**config.mk**
```make
export PLATFORM = sky130hd
export DESIGN_NAME = swctl_regfile
export DESIGN_NICKNAME = d
export VERILOG_FILES = /design/src/rtl/swctl_regfile.sv
export SDC_FILE = /design/constraint.sdc
export NUM_CORES = 1
export LEC_CHECK = 0
export ABC_AREA = 1
export BUFFER_PORTS_ARGS = -buffer_cell sky130_fd_sc_hd__buf_2
export CORE_MARGIN = 3
export CORE_UTILIZATION = 48
export DETAILED_ROUTE_END_ITERATION = 10
export MAX_ROUTING_LAYER = met4
export PLACE_DENSITY = 0.7
export SYNTH_ARGS = -nofsm -noshare
export SYNTH_HDL_FRONTEND = slang
export SYNTH_SLANG_ARGS = --single-unit
```
**constraint.sdc**
```tcl
create_clock -name clk -period 1.5 [get_ports clk]
set_input_delay 0.225 -clock clk [delete_from_list [all_inputs] [get_ports clk]]
set_output_delay 0.225 -clock clk [all_outputs]
set_load 0.005 [all_outputs]
```
**src/rtl/swctl_regfile.sv**
```systemverilog
module swctl_regfile #(
  parameter int unsigned ADDR_W     = 13,
  parameter int unsigned VEC_W      = 8,
  parameter int unsigned PHYS_COUNT = 62,
  parameter logic [63:0] SWITCH_ID  = 64'h0123_4567_89AB_CDEF
) (
  input  logic              clk,
  input  logic              rst_n,
  input  logic [ADDR_W-1:0] reg_addr,
  input  logic              reg_wr,
  input  logic [31:0]       reg_wdata,
  input  logic              reg_rd,
  output logic [31:0]       reg_rdata,
  input  logic [63:0]       link_up,
  output logic [63:0]       port_en,
  output logic              irq_valid,
  output logic [VEC_W-1:0]  irq_vector,
  output logic              dev_reset_req
);

  localparam logic [31:0] GUARD_WORD = 32'hDEAD_BABE;
  localparam logic [ADDR_W-1:0] A_T32   = ADDR_W'('h010);
  localparam logic [ADDR_W-1:0] A_T64L  = ADDR_W'('h018);
  localparam logic [ADDR_W-1:0] A_T64H  = ADDR_W'('h01C);
  localparam logic [ADDR_W-1:0] A_IRQ   = ADDR_W'('h020);
  localparam logic [ADDR_W-1:0] A_CTRL  = ADDR_W'('h300);
  localparam logic [ADDR_W-1:0] A_PCNT  = ADDR_W'('h304);
  localparam logic [ADDR_W-1:0] A_LNKL  = ADDR_W'('h310);
  localparam logic [ADDR_W-1:0] A_LNKH  = ADDR_W'('h314);
  localparam logic [ADDR_W-1:0] A_ENL   = ADDR_W'('h318);
  localparam logic [ADDR_W-1:0] A_ENH   = ADDR_W'('h31C);
  localparam logic [ADDR_W-1:0] A_IDL   = ADDR_W'('h320);
  localparam logic [ADDR_W-1:0] A_IDH   = ADDR_W'('h324);
  localparam logic [63:0] EDGE_MASK = 64'h7FFF_FFFF_FFFF_FFFE;

  logic [ADDR_W-1:0] word_a;
  logic              in_guard;
  logic [31:0]       t32_q;
  logic [63:0]       t64_q;
  logic [31:0]       t64_stage;
  logic [31:0]       en_stage;
  logic [VEC_W-1:0]  vec_q;
  logic [63:0]       t64_dbl;
  logic [63:0]       link_vis;
  logic [31:0]       rd_mux;

  assign word_a   = {reg_addr[ADDR_W-1:2], 2'b00};
  assign in_guard = (word_a[ADDR_W-1:4] == '0);
  assign t64_dbl  = t64_q << 1;
  assign link_vis = link_up & EDGE_MASK;
  assign irq_vector = vec_q;

  always_ff @(posedge clk or negedge rst_n) begin
    if (!rst_n) begin
      t32_q         <= '0;
      t64_q         <= '0;
      t64_stage     <= '0;
      en_stage      <= '0;
      port_en       <= '0;
      vec_q         <= '0;
      irq_valid     <= 1'b0;
      dev_reset_req <= 1'b0;
    end else begin
      irq_valid     <= 1'b0;
      dev_reset_req <= 1'b0;
      if (reg_wr && !in_guard) begin
        case (word_a)
          A_T32:  t32_q     <= reg_wdata;
          A_T64L: t64_stage <= reg_wdata;
          A_T64H: t64_q     <= {reg_wdata, t64_stage};
          A_IRQ: begin
            vec_q     <= reg_wdata[VEC_W-1:0];
            irq_valid <= 1'b1;
          end
          A_CTRL: dev_reset_req <= reg_wdata[0];
          A_ENL:  en_stage <= reg_wdata;
          A_ENH:  port_en  <= {reg_wdata, en_stage} & EDGE_MASK;
          default: ;
        endcase
      end
    end
  end

  always_comb begin
    rd_mux = '0;
    if (in_guard) rd_mux = GUARD_WORD;
    else begin
      case (word_a)
        A_T32:  rd_mux = t32_q << 1;
        A_T64L: rd_mux = t64_dbl[31:0];
        A_T64H: rd_mux = t64_dbl[63:32];
        A_IRQ:  rd_mux = 32'(vec_q);
        A_PCNT: rd_mux = 32'(PHYS_COUNT);
        A_LNKL: rd_mux = link_vis[31:0];
        A_LNKH: rd_mux = link_vis[63:32];
        A_ENL:  rd_mux = port_en[31:0];
        A_ENH:  rd_mux = port_en[63:32];
        A_IDL:  rd_mux = SWITCH_ID[31:0];
        A_IDH:  rd_mux = SWITCH_ID[63:32];
        default: rd_mux = '0;
      endcase
    end
  end

  always_ff @(posedge clk or negedge rst_n) begin
    if (!rst_n) reg_rdata <= '0;
    else if (reg_rd) reg_rdata <= rd_mux;
  end

endmodule

```
---- Word-level counts from Yosys, hierarchy flattened ----
Cells that the tools add are included.
word-level totals
  flip-flop bits (word level) ............. 262
  input bits .............................. 113
  output and inout port bits .............. 106
cells by class
  equal/unequal tests ..................... 12
  muxes and demuxes ....................... 6
  reduce and logical (&&, ||, !) cells .... 9
operator list
  operator                                                                 count
  32-bit one-hot mux with 11 select lines                                  1
  11-bit by 8-bit equality test with 1-bit output (second input constant)  8
  11-bit by 3-bit equality test with 1-bit output (second input constant)  3
  32-bit two-way mux                                                       1
  2-bit AND reduction                                                      6
  11-bit by 4-bit equality test with 1-bit output (second input constant)  1
  9-bit zero test                                                          1
  1-bit two-way mux                                                        4
  1-bit logical AND                                                        1
  1-bit zero test                                                          1

---- Logic depth before layout (Yosys ltp) ----
  word-level depth ........................ 4
  mapped depth ............................ 12
  gate-level depth less buffers ........... 12

---- Least setup slack after synthesis ----
OpenSTA, ideal clock, no wires.
  path kind ............................... input to register
  start point ............................. input port reg_addr[11]
  end point ............................... register t64_q[4]
  setup slack ............................. 77 ps
  path buffers ............................ 2
  arrival ................................. 1307 ps
  data required time ...................... 1384 ps
  stages .................................. 10
  cell sequence ........................... nor2_2 nand2_4 nor2_4 nand2_2 nand2_4 inv_6 buf_2 buf_2 nand3_1 nand2_1
between the ends
  word-level cells in the longest chain between the ends .. 4
  elaborated cells on any way between the ends .. 5
  those cells by class .................... 1 x eq/ne; 4 x reduce/logical
RTL lines
  what                             RTL line  source
  start: declaration               9         input logic [ADDR_W-1:0] reg_addr,
  9-bit zero test                  48        assign in_guard = (word_a[ADDR_W-1:4] == '0);
  1-bit zero test                  66        if (reg_wr && !in_guard) begin
  1-bit logical AND                66
  2-bit AND reduction (no line) *  --
  end signal: assignment           70        A_T64H: t64_q <= {reg_wdata, t64_stage};
  end: declaration                 39        logic [63:0] t64_q;
Every way passes the cells marked *; elsewhere a longest branch is shown, timed or not.
A chain may end at the register's enable or synchronous reset.

---- Worst setup path in the final report ----
  start point ............................. register reg_rdata[24]
  end point ............................... output port reg_rdata[24]
RTL lines
  what                      RTL line  source
  start: declaration        13        output logic [31:0] reg_rdata,
  start signal: assignment  107       else if (reg_rd) reg_rdata <= rd_mux;
No word-level cell between the ends.

==> metrics <==
critical path endpoint category primary output; WP data required 1.27 ns; final core utilization 0.6261; TritonCTS Sinks approximately 260; Max Slew Vio Count 0; post-synthesis register bit count 261; htree depth 1; post-DR wirelength/cell ~18 um; Design Power approximately 15 mW; Yosys cell types 33; status finished clean; Resized cells post-CTS 0; PortBufs 212; Root Buffer clkbuf_16; CTS tree done; sw power between 3 and 4 mW; clock latency on the worst-skew pair 0.55 ns; DRT Wirelength 37930 um; FILL cells around 2100; dpl cells 2096; RSZ-0062 raised after global routing no; Net Sw Frac 0.2286; post-route ant nets 0; CP max FO 3; clk buf depth 3; DIE AREA approximately 27000 sq um; fmax about 730 MHz; total CTS buffers 28; total grt overflow 0; Min-Delay Path Class in -> reg; Slew headroom 0.6396; Core Footprint 24600 sq um; vias ~11000; DP HPWL ~27000 um; final hold vios 0; register area share after synthesis 0.5379; Gate power share 0.057; final std cells w/o fill 2155; total global-route track usage 0.2887; Area Growth Syn to Fin 26.87%; Post-Syn Area 12140 sq um; Post CTS Setup Buffer Count 0; P_leak 8.581 nW; Worst-path clk slew 0.06 ns; Starting Density 0.4935; Setup-failing EPs final 0; Die H 165.1 um; clock power share 0.464; CP Data Arrival Time 1.15 ns; drt initial violations 1255; Internal between 10 and 15 mW; initial antenna violation count 1; period utilisation layout 0.9160; Worst Max-Slew Pin Slew 0.5398 ns; sequential share of power 0.479; PD cells 971.8 nW/um^2; maximum vdd drop 0.7508 mV; CP max stage delay 0.45 ns; crit path buf inv count 1; CP Launch Type flop; CP top delay family flip-flops; DRT Pass-1 Iters 6; vias in the first global route 10960; total I/O pin count between 200 and 250; first-pass GRT wire length 59400 um; Slowest cell on crit path dfrtp_1; layout cell share with drive strength beyond 1 0.2432; minimum clock period 1.374 ns; Die X 165.1 um; YS warnings 0; drt drc 0; Crit Path Class reg -> out; post-synthesis average cell area 7.989 sq um; num rows 57; Fin Clk Skew about 0.0095 ns; crit-path cells buf_2; cells after synthesis 1520; largest net degree at the start of global routing 63; gp weighted congestion between 0.9 and 1; Max Cap Viol 0; Nets approximately 1900; Reg2Reg Setup Slack approximately 0.37 ns; Vias/cell between 5 and 6
cells by family after synthesis:
| group | count (synthesis) | synth area share |
|---|---|---|
| AOI/OAI and AO/OA | 191 | 0.08089 |
| DFF | 261 | 0.5379 |
| buffers and inverters | 182 | 0.07367 |
| and+or+nand+nor | 885 | 0.3073 |
| other | 1 | 0.0003088 |
power groups by stage:
stage | registers (mW) | clock network [mW] | logic, mW
4_1_cts | 7.17 | 7.01 | 0.861
6_report | 7.17 | 6.94 | 0.856
3_3_place_gp | 7.30 | 0 | 0.839
3_5_place_dp | 7.30 | 0 | 0.845
5_1_grt | 7.18 | 7.30 | 0.949
2_1_floorplan | 7.30 | 0 | 0.272
synth_stat cells (all sizes together):
library cell / number / share of area
inv: 105 / 0.033
clkbuf: 12 / 0.0042
buf: 62 / 0.035
or2: 18 / 0.0093
nand4: 5 / 0.0026
nand3: 121 / 0.050
nand2: 596 / 0.19
nand3b: 1 / 0.00062
clkinv: 3 / 0.0014
nor3b: 1 / 0.00062
nor3: 3 / 0.0012
a21oi: 16 / 0.0088
nor2: 140 / 0.053
dfrtp: 261 / 0.54
conb: 1 / 0.00031
o21ai: 175 / 0.072
layer usage:
layer,up-vias,share of wire,track usage
met5,-,0,-
met4,0,0.028,0.08578
met3,77,0.087,0.04390
met2,505,0.46,0.4389
met1,5330,0.43,0.4050
li1,5351,-,-
per-stage QoR:
stage | setup TNS, ns | area [sq um] | hold WS [ns] | setup slack, ns
after detailed placement | -29.77 | 14410 | 0.1477 | -0.2600
after floorplan | 0 | 12150 | -0.07059 | 0.07667
after global routing | 0 | 15410 | 0.02682 | 0.06902
final | 0 | 15410 | 0.009658 | 0.1261
after global placement | -26.96 | 14410 | 0.1611 | -0.2610
after CTS | 0 | 15400 | 0.001762 | 0.1151
sequential cells by signal, indices dropped and copies added, names as in the netlist, 8 cells and up:
signal	count
t32_q	31
t64_q	63
reg_rdata	32
en_stage	31
port_en	62
irq_vector	8
t64_stage	32
timing repair:
item	in CTS	in global routing
endpoints found under the setup margin	0	0
hold buffers	6	0
hold endpoints to repair	202	0
worst paths after layout:
path | startpoint | to | depth (start not counted)
hold / removal | reg_wdata[20] | t32_q[20] | 3
min in group asynchronous | rst_n | port_en[24] | 2
hold reg to reg | t64_q[16] | t64_q[16] | 2
setup reg to reg | port_en[7] | reg_rdata[7] | 6
setup / recovery | reg_rdata[24] | reg_rdata[24] | 1
max in group asynchronous | rst_n | t64_q[57] | 3
area by class of cell:
cell class | count | area (sq um) | share of cell area
diodes | 1 | 2.502 | 0.0001624
clock buffers | 45 | 865.8 | 0.05620
clock inverters | 7 | 66.31 | 0.004304
inverters | 108 | 419.2 | 0.02721
multi-input cells | 1078 | 4723 | 0.3066
flip-flops and latches | 261 | 6531 | 0.4239
well taps | 324 | 405.4 | 0.02631
repair buffers | 331 | 2392 | 0.1553
cell usage in the layout (no fill, tap or decap), types with 11 or more instances in the layout:
master,instances
buf_4,80
o21ai_0,120
buf_12,33
dfrtp_1,261
nand2_1,579
o21ai_1,55
buf_2,211
clkbuf_16,29
nor2_2,14
nor2_1,116
nand2_2,11
inv_1,97
nand3_1,121
or2_2,18
(Power assumes the default switching activity.)
